### src/rtl/head_rest_pkg.sv
package head_rest_pkg;
    localparam int LVL_W = 2;
    localparam int REC_W = 3;

    typedef struct packed {
        logic             valid;
        logic [LVL_W-1:0] lvl;
        logic [REC_W-1:0] rec;
    } cand_t;

    typedef enum logic [0:0] {
        ST_BLANK = 1'b0,
        ST_HOLD  = 1'b1
    } rest_state_e;

    // Returns 1 when the right candidate must replace the left one.
    // Ties go to the left, which always holds the lower way index.
    function automatic logic right_wins(cand_t l, cand_t r);
        logic res;
        if (!r.valid)          res = 1'b0;
        else if (!l.valid)     res = 1'b1;
        else if (r.lvl < l.lvl) res = 1'b1;
        else if (r.lvl > l.lvl) res = 1'b0;
        else                   res = (r.rec > l.rec);
        return res;
    endfunction
endpackage

### src/rtl/rest_merge_node.sv
module rest_merge_node
    import head_rest_pkg::*;
#(
    parameter int IDX_W = 3
) (
    input  cand_t            a_i,
    input  logic [IDX_W-1:0] a_idx_i,
    input  cand_t            b_i,
    input  logic [IDX_W-1:0] b_idx_i,
    output cand_t            y_o,
    output logic [IDX_W-1:0] y_idx_o
);
    logic take_b;

    always_comb begin
        take_b  = right_wins(a_i, b_i);
        y_o     = take_b ? b_i : a_i;
        y_idx_o = take_b ? b_idx_i : a_idx_i;
    end
endmodule

### src/rtl/rest_pick_tree.sv
module rest_pick_tree
    import head_rest_pkg::*;
#(
    parameter int WAYS = 8,
    localparam int IDX_W = (WAYS > 1) ? $clog2(WAYS) : 1,
    localparam int POW   = 1 << IDX_W,
    localparam int NODES = 2 * POW - 1
) (
    input  logic [WAYS-1:0]       valid_i,
    input  logic [WAYS*LVL_W-1:0] lvl_i,
    input  logic [WAYS*REC_W-1:0] rec_i,
    output cand_t                 best_o,
    output logic [IDX_W-1:0]      best_idx_o
);
    cand_t            heap [NODES];
    logic [IDX_W-1:0] hidx [NODES];

    // Leaves sit at POW-1 .. 2*POW-2 in way order; padding leaves are empty.
    for (genvar i = 0; i < POW; i++) begin : g_leaf
        if (i < WAYS) begin : g_real
            assign heap[POW-1+i] = '{valid: valid_i[i],
                                     lvl:   lvl_i[i*LVL_W +: LVL_W],
                                     rec:   rec_i[i*REC_W +: REC_W]};
        end else begin : g_pad
            assign heap[POW-1+i] = '0;
        end
        assign hidx[POW-1+i] = IDX_W'(i);
    end

    // Internal node n merges its children 2n+1 (left, lower ways) and 2n+2.
    for (genvar n = 0; n < POW - 1; n++) begin : g_node
        rest_merge_node #(.IDX_W(IDX_W)) u_node (
            .a_i     (heap[2*n+1]),
            .a_idx_i (hidx[2*n+1]),
            .b_i     (heap[2*n+2]),
            .b_idx_i (hidx[2*n+2]),
            .y_o     (heap[n]),
            .y_idx_o (hidx[n])
        );
    end

    assign best_o     = heap[0];
    assign best_idx_o = hidx[0];
endmodule

### src/rtl/head_rest_picker.sv
module head_rest_picker
    import head_rest_pkg::*;
#(
    parameter int WAYS = 8,
    localparam int IDX_W = (WAYS > 1) ? $clog2(WAYS) : 1
) (
    input  logic                  clk,
    input  logic                  rst_n,
    input  logic                  done_i,
    input  logic [WAYS-1:0]       way_valid_i,
    input  logic [WAYS*LVL_W-1:0] way_level_i,
    input  logic [WAYS*REC_W-1:0] way_recency_i,
    output logic [IDX_W-1:0]      rest_way_o,
    output logic                  rest_valid_o
);
    rest_state_e      state_q, state_d;
    cand_t            best;
    logic [IDX_W-1:0] best_idx;
    logic [IDX_W-1:0] way_q;
    logic             valid_q;

    rest_pick_tree #(.WAYS(WAYS)) u_tree (
        .valid_i    (way_valid_i),
        .lvl_i      (way_level_i),
        .rec_i      (way_recency_i),
        .best_o     (best),
        .best_idx_o (best_idx)
    );

    always_comb begin
        state_d = state_q;
        unique case (state_q)
            ST_BLANK: if (done_i) state_d = ST_HOLD;   // capture
            ST_HOLD:  state_d = ST_HOLD;               // recapture or keep
            default:  state_d = ST_BLANK;
        endcase
    end

    always_ff @(posedge clk or negedge rst_n) begin
        if (!rst_n) state_q <= ST_BLANK;
        else        state_q <= state_d;
    end

    always_ff @(posedge clk or negedge rst_n) begin
        if (!rst_n) begin
            way_q   <= '0;
            valid_q <= 1'b0;
        end else if (done_i) begin
            valid_q <= best.valid;
            way_q   <= best.valid ? best_idx : '0;
        end
    end

    assign rest_valid_o = (state_q == ST_HOLD) && valid_q;
    assign rest_way_o   = way_q;
endmodule

### config.mk
export PLATFORM = sky130hd
export DESIGN_NAME = head_rest_picker
export DESIGN_NICKNAME = d
export VERILOG_FILES = /design/src/rtl/head_rest_pkg.sv /design/src/rtl/rest_merge_node.sv /design/src/rtl/rest_pick_tree.sv /design/src/rtl/head_rest_picker.sv
export SDC_FILE = /design/constraint.sdc
export NUM_CORES = 1
export LEC_CHECK = 0
export BUFFER_PORTS_ARGS = -buffer_cell sky130_fd_sc_hd__buf_2
export CAP_MARGIN = 20
export CORE_UTILIZATION = 35
export CTS_CLUSTER_SIZE = 30
export DETAILED_ROUTE_END_ITERATION = 6
export SYNTH_ARGS = -nofsm -noshare
export SYNTH_HDL_FRONTEND = slang
export SYNTH_SLANG_ARGS = --single-unit
### constraint.sdc
create_clock -name clk -period 2.5 [get_ports clk]
set_clock_uncertainty 0.2 [all_clocks]
set_input_delay 0.5 -clock clk [delete_from_list [all_inputs] [get_ports clk]]
set_output_delay 0.5 -clock clk [all_outputs]
set_load 0.005 [all_outputs]
==> key figures, run 1 <==
Global route
  – Global route overflow: 0
  – GRT Util Overall: a little over a fifth
  – Via count of the first global-routing pass: 1854
  – Antenna violations before repair: 0
  – Wire length of the first global-routing pass: ~7700 um
  – Largest net degree at the start of global routing: 9

Worst setup path
  – Reg2reg setup slack: about 1300 ps
  – Capture point of the worst reg-to-reg path: rest_way_o[0]
  – Family with the most delay on the worst path: compound AO/OA/AOI/OAI gates
  – Critical path cell sequence: buf_2, inv_2, ha_4, a21o_1, a21oi_2, o21ai_4, buf_4, mux2i_4, ha_4, a21oi_2, o21ai_2, buf_4, a32oi_2, mux2i_1, ha_1, o211ai_1, a31oi_1, a211oi_2, nor2_1, buf_4, mux2_2
  – Critical Path AT: just over 4000 ps
  – Required time reported for the critical path endpoint: 2400 ps
  – Startpoint class of the critical path: input port
  – Most used cell along the critical path: sky130_fd_sc_hd__buf_4
  – Nature of the critical path endpoint: flip-flop
  – Number of cells on the worst reg-to-reg path: 3
  – Source of the worst register-to-register timing path: rest_way_o[0]
  – Class of the most critical setup path: in -> reg
  – Delay of the slowest cell on the worst path: 300 ps
  – Critical path peak fanout: 3
  – Number of buffers and inverters on the critical path: 5
  – Crit path max-delay cell type: sky130_fd_sc_hd__a32oi_2

Finish
  – Sequential Area: 125 um2
  – Fillers: 309
  – Area grow syn2layout: 98.4%
  – Layout cells sized above 1: 67.0%
  – Area of the multi-input gates: 1740 um2
  – Final-stage net count: 420
  – Number of diodes added for antenna fixing: 0
  – Core occupancy in the finished layout: 74.7%

Route
  – Via-to-Cell Ratio: a little under 5
  – DRC violation count after routing: 0
  – Total Routed Length: 4690 um
  – Initial detailed-routing violation count: 31
  – Wirelength per Cell: 12.2 um
  – First-pass detailed-route iteration total: 4
  – Total vias in the final route: 1867
  – Antenna viol nets, final: 0

Synthesis
  – Asr flop ratio synth: 100%
  – Total number of yosys warnings: 0
  – Netlist cell types: 39
  – Post-Syn Nets: approximately 270
  – Top-count cell post-synth: sky130_fd_sc_hd__ha_1
  – Cell types with the highest counts after synthesis: 35 x sky130_fd_sc_hd__ha_1, 32 x sky130_fd_sc_hd__inv_1, 18 x sky130_fd_sc_hd__mux2i_1
  – Gate count after technology mapping: around 190
  – Proportion of netlist area held by the largest area contributor: around 28%
  – Flip-flop cell with the highest count after synthesis: sky130_fd_sc_hd__dfrtp_1
  – Portion of the post-synthesis area used by sequential elements: 8.02%
  – Synthesized area per cell: ~8.3 um2
  – Area contributors post-synth: sky130_fd_sc_hd__ha_1 28%, sky130_fd_sc_hd__mux2i_1 12%, sky130_fd_sc_hd__dfrtp_1 8.0%
  – Count of flip-flops with a built-in enable after synthesis: 0
  – Biggest area consumer among synthesized cells: sky130_fd_sc_hd__ha_1
  – Total standard cell area after synthesis: 1560 um2
  – #FFs+latches synth: 5

CTS
  – Clock buffer depth: 2
  – Clock Pin Slew Worst Setup and Hold Paths: approximately 30 ps
  – Number of H-tree levels: 1
  – Clock root buffer: sky130_fd_sc_hd__clkbuf_8
  – Number of sinks handled by clock tree synthesis: 5
  – Insertion delay of the later-clocked pin in the worst-skew pair: 230 ps
  – TritonCTS clock tree: done
  – Number of buffers created by CTS: 3

Hold path
  – Instance count along the most critical hold path: 1
  – Endpoint of the worst hold-timing path: state_q
  – Launch instance of the worst min-delay path: state_q
  – Kind of path behind the tightest hold check: reg -> reg

Placed design
  – Final estimated routing congestion in global placement: 0.869
  – I/O Buffers: 54
  – Final HPWL from detailed placement: between 3000 and 4000 um

Run status
  – Status: finished, violations left
  – Violations in the final reports: setup timing

STA
  – Max Clock Freq: 242 MHz
  – Total setup violations reported at the end of the flow: 3
  – Slew margin rel.: 73.9%
  – Setup repair after global routing missed its margin: yes
  – Measured slew at the worst slew-check pin: 388 ps
  – Final Cycle Share: 165%
  – Hold Fails Final Rpt: 0
  – Setup TNS: -4880 ps
  – Post-layout min period: 4130 ps
  – Worst slack on hold paths: about 250 ps
  – Final setup margin: -1630 ps
  – Final-report max-slew violation count: 0

Die
  – Io pins: 55
  – Effective utilization at floorplan: between 30% and 40%
  – Total number of placement rows: 23
  – DIE AREA: 4730 um2
  – Overall die height: 68.8 um
  – Total core area: 4140 um2
  – Die Wd: 68.8 um

Pwr
  – Leakage: 0.00152 uW
  – Power density over the cells: around 390 nW/um2
  – Max rail drop VDD: 0.242 mV

Run
  – Number of max-cap violations: 0
[cell families after synthesis]
kind of cell             after synthesis  synth area share, %
adder cells (fa/ha/maj)               35                 28.1
flip-flops                             5                 8.02
multiplexers                          24                 16.6
buffers and inverters                 32                 7.70
AND/OR/NAND/NOR                       46                 16.4
AO/OA/AOI/OAI                         46                 23.2
[final cells by class]
type	instances	share of cell area, %
Clock buffer	4	1.46
Inverter	32	4.53
Multi-Input combinational cell	152	56.2
Sequential cell	5	4.04
Tap cell	50	2.02
Timing Repair Buffer	140	31.8
[worst max path at each step]
stage                               end  cells past startpoint               from
final                     rest_way_o[2]                     21  way_recency_i[13]
after floorplan           rest_way_o[1]                     18     way_level_i[5]
after global placement    rest_way_o[1]                     20  way_recency_i[15]
after detailed placement  rest_way_o[1]                     21  way_recency_i[21]
after CTS                 rest_way_o[0]                     21  way_recency_i[19]
after global routing      rest_way_o[0]                     21  way_recency_i[19]
[repair_timing]
item	in CTS	in global routing
buffers inserted	12	1
hold buffers	1	0
cloned	1	0
setup endpoints to repair	3	3
resized for setup	30	13
pin swaps	16	4
hold endpoints to repair	5	0
[power breakdown]
group	switching [uW]	internal, uW	total, uW
Clock	41.8	110	151
Combinational	408	520	928
Sequential	13.9	105	118
[cell usage in the layout (no fill, tap or decap), drive strengths merged, types with 2 or more instances in the layout]
cell	n
and3	2
a211oi	4
a21oi	11
inv	31
nand3	6
or2	3
and2	2
nand4	2
ha	35
dfrtp	5
nor4	2
mux2i	18
o21ai	16
a31oi	3
nor2b	8
o22ai	4
mux2	6
nor2	8
clkbuf	4
nand2	11
a21o	2
buf	139
a22oi	2
[flip-flops by register name (all words and copies together), names as in the netlist]
| signal | cells |
|---|---|
| valid_q | 1 |
| state_q | 1 |
| rest_way_o | 3 |
[through the flow]
step | instance area (um2) | total power [uW] | setup WS [ps] | instances
after floorplan | 1860 | 598 | -1580 | 188
after global routing | 3100 | 1300 | -1870 | 383
after CTS | 3040 | 1190 | -1620 | 382
after global placement | 2730 | 903 | -1970 | 364
final | 3100 | 1200 | -1630 | 383
after detailed placement | 2730 | 925 | -2020 | 364
[routing by layer]
metal  vias up  wire, um  global-route usage [%]  share of wire (%)
met4         0        61                    5.10                1.3
met1       851      1930                    22.8                 41
met3         7       120                    2.14                2.6
li1        973         -                       -                  -
met2        36      2580                    44.9                 55
met5         -         0                       0                  0
Note: power is estimated with default switching activity, not from simulation.
==> run 2, diff against run 1 <==
Settings changed: PLACE_DENSITY from default to 0.72.
==> key figures, run 2 (same netlist as run 1, synthesis figures left out) <==
STA
  – Final-report max-slew violation count: 0 (unchanged)
  – Max Clock Freq: 236 MHz (was 242 MHz)
  – Hold Fails Final Rpt: 0 (unchanged)
  – Post-layout min period: 4240 ps (was 4130 ps)
  – Final setup margin: -1740 ps (was -1630 ps)
  – Total setup violations reported at the end of the flow: 3 (unchanged)
  – Slew margin rel.: 73.8% (was 73.9%)
  – Measured slew at the worst slew-check pin: 391 ps (was 388 ps)
  – Setup repair after global routing missed its margin: yes (unchanged)
  – Final Cycle Share: 169% (was 165%)

Die
  – Total core area: 4140 um2 (unchanged)
  – DIE AREA: 4730 um2 (unchanged)
  – Io pins: 55 (unchanged)
  – Overall die height: 68.8 um (unchanged)
  – Total number of placement rows: 23 (unchanged)
  – Die Wd: 68.8 um (unchanged)
  – Effective utilization at floorplan: 37.7% (unchanged)

Placed design
  – I/O Buffers: 54 (unchanged)
  – Final estimated routing congestion in global placement: 0.838 (was 0.869)
  – Final HPWL from detailed placement: 3770 um (was 3880 um)

Finish
  – Commonest cells after routing, fill and taps aside: 75 x sky130_fd_sc_hd__buf_4, 43 x sky130_fd_sc_hd__buf_2, 22 x sky130_fd_sc_hd__ha_4 (was 83 x sky130_fd_sc_hd__buf_4, 46 x sky130_fd_sc_hd__buf_2, 20 x sky130_fd_sc_hd__inv_1)
  – Layout cells sized above 1: 73.4% (was 67.0%)
  – Final-stage net count: 418 (was 420)
  – Sequential Area: 125 um2 (unchanged)
  – Area of the multi-input gates: 1910 um2 (was 1740 um2)
  – Number of diodes added for antenna fixing: 0 (unchanged)
  – Core occupancy in the finished layout: 80.3% (was 74.7%)
  – Largest register FFs: 3 (unchanged)
  – Most common cell after layout, fill and taps aside: sky130_fd_sc_hd__buf_4 (unchanged)
  – Fillers: 261 (was 309)
  – Area grow syn2layout: 113% (was 98.4%)

Route
  – Total Routed Length: 5120 um (was 4690 um)
  – DRC violation count after routing: 0 (unchanged)
  – First-pass detailed-route iteration total: 4 (unchanged)
  – Antenna viol nets, final: 0 (unchanged)
  – Via-to-Cell Ratio: 4.96 (was 4.87)
  – Wirelength per Cell: 13.4 um (was 12.2 um)
  – Initial detailed-routing violation count: 47 (was 31)
  – Total vias in the final route: 1888 (was 1867)

Worst setup path
  – Critical path peak fanout: 5 (was 3)
  – Required time reported for the critical path endpoint: 2390 ps (was 2400 ps)
  – Family with the most delay on the worst path: compound AO/OA/AOI/OAI gates (unchanged)
  – Crit path max-delay cell type: sky130_fd_sc_hd__a211oi_4 (was sky130_fd_sc_hd__a32oi_2)
  – Critical path cell sequence: buf_8, inv_4, ha_4, buf_6, nand3_4, a31oi_4, a22oi_2, buf_6, buf_4, a21oi_2, inv_1, ha_2, nand3b_1, a211oi_4, o22ai_4, buf_12, mux2i_4, ha_4, o211ai_1, a31oi_1, a211oi_2, or2_1, a211oi_2, a211oi_2 (was buf_2, inv_2, ha_4, a21o_1, a21oi_2, o21ai_4, buf_4, mux2i_4, ha_4, a21oi_2, o21ai_2, buf_4, a32oi_2, mux2i_1, ha_1, o211ai_1, a31oi_1, a211oi_2, nor2_1, buf_4, mux2_2)
  – Nature of the critical path endpoint: flip-flop (unchanged)
  – Startpoint class of the critical path: input port (unchanged)
  – Crit. path cell count: 24 (was 21)
  – Class of the most critical setup path: in -> reg (unchanged)
  – Most used cell along the critical path: sky130_fd_sc_hd__a211oi_2 (was sky130_fd_sc_hd__buf_4)
  – Number of cells on the worst reg-to-reg path: 3 (unchanged)
  – Delay of the slowest cell on the worst path: 340 ps (was 300 ps)
  – Critical Path AT: 4130 ps (was 4040 ps)
  – Number of buffers and inverters on the critical path: 7 (was 5)

CTS
  – Clock root buffer: sky130_fd_sc_hd__clkbuf_8 (unchanged)
  – Clock buffer depth: 2 (unchanged)
  – Insertion delay of the later-clocked pin in the worst-skew pair: 210 ps (was 230 ps)
  – Number of buffers created by CTS: 3 (unchanged)
  – Clock Pin Slew Worst Setup and Hold Paths: 40 ps (was 30 ps)
  – Number of sinks handled by clock tree synthesis: 5 (unchanged)
  – TritonCTS clock tree: done (unchanged)
  – Number of H-tree levels: 1 (unchanged)

Global route
  – Largest net degree at the start of global routing: 9 (unchanged)
  – Wire length of the first global-routing pass: 8000 um (was 7700 um)
  – Via count of the first global-routing pass: 1962 (was 1854)
  – Global route overflow: 0 (unchanged)
  – GRT Util Overall: 22.5% (was 21.7%)
  – Antenna violations before repair: 0 (unchanged)

Run status
  – Status: finished, violations left (unchanged)
  – Violations in the final reports: setup timing (unchanged)

Pwr
  – Final total power: 1320 uW (was 1200 uW)
  – Max rail drop VDD: 0.226 mV (was 0.242 mV)
  – Leakage: 0.00155 uW (was 0.00152 uW)
  – Power density over the cells: 396 nW/um2 (was 387 nW/um2)

Run
  – Number of max-cap violations: 0 (unchanged)

Hold path
  – Kind of path behind the tightest hold check: reg -> reg (unchanged)
  – Instance count along the most critical hold path: 1 (unchanged)
[run 2: path summary, 6_finish.rpt]
check | from | to | slack (ps)
max in group asynchronous | rst_n | rest_way_o[0] | 1550
hold reg to reg | state_q | state_q | 270
min in group asynchronous | rst_n | valid_q | 420
hold / removal | state_q | state_q | 270
setup / recovery | way_level_i[1] | rest_way_o[0] | -1740
setup reg to reg | rest_way_o[0] | rest_way_o[0] | 1300
[run 2: metrics by stage]
stage	setup WS (ps)	setup TNS (ps)	instance area, um2	instances	hold WS, ps
6_report	-1740	-5170	3330	381	266
5_1_grt	-1890	-5640	3330	381	273
4_1_cts	-1640	-4900	3160	378	264
3_5_place_dp	-2030	-5940	2700	359	118
3_3_place_gp	-1940	-5700	2700	359	118
2_1_floorplan	-1580	-4630	1860	188	4.41
[run 2: layout make-up]
class	count	area share (%)
clock buffer	4	1.35
inverter	32	4.28
multi-input combinational	151	57.4
sequential	5	3.76
tap	50	1.88
timing repair buffer	139	31.3
[run 2: per-layer routing]
metal / vias up / routed length, um / part of all wire [%] / track usage, %
li1: 966 / - / - / -
met3: 6 / 136 / 2.7 / 3.13
met4: 0 / 60 / 1.2 / 3.32
met2: 48 / 2900 / 57 / 46.4
met1: 868 / 2020 / 39 / 24.1
met5: - / 0 / 0 / 0
[run 2: report_power, final]
group          internal (uW)  switching, uW  total (uW)
logic                    594            462        1060
registers                104           11.2         116
clock network            109           37.4         147
[run 2: timing repair]
item	CTS	global route
endpoints found under the hold margin	5	0
cloned	0	0
resized for setup	61	28
setup endpoints to repair	3	3
hold buffers	1	0
pin swaps	16	10
setup buffers	14	3
[run 2: worst register-to-register path, delay by kind of cell (launching register included)]
kind / cells / cell delay, ps
AO/OA/AOI/OAI: 1 / 70
flip-flops: 1 / 370
AND/OR/NAND/NOR: 2 / 430
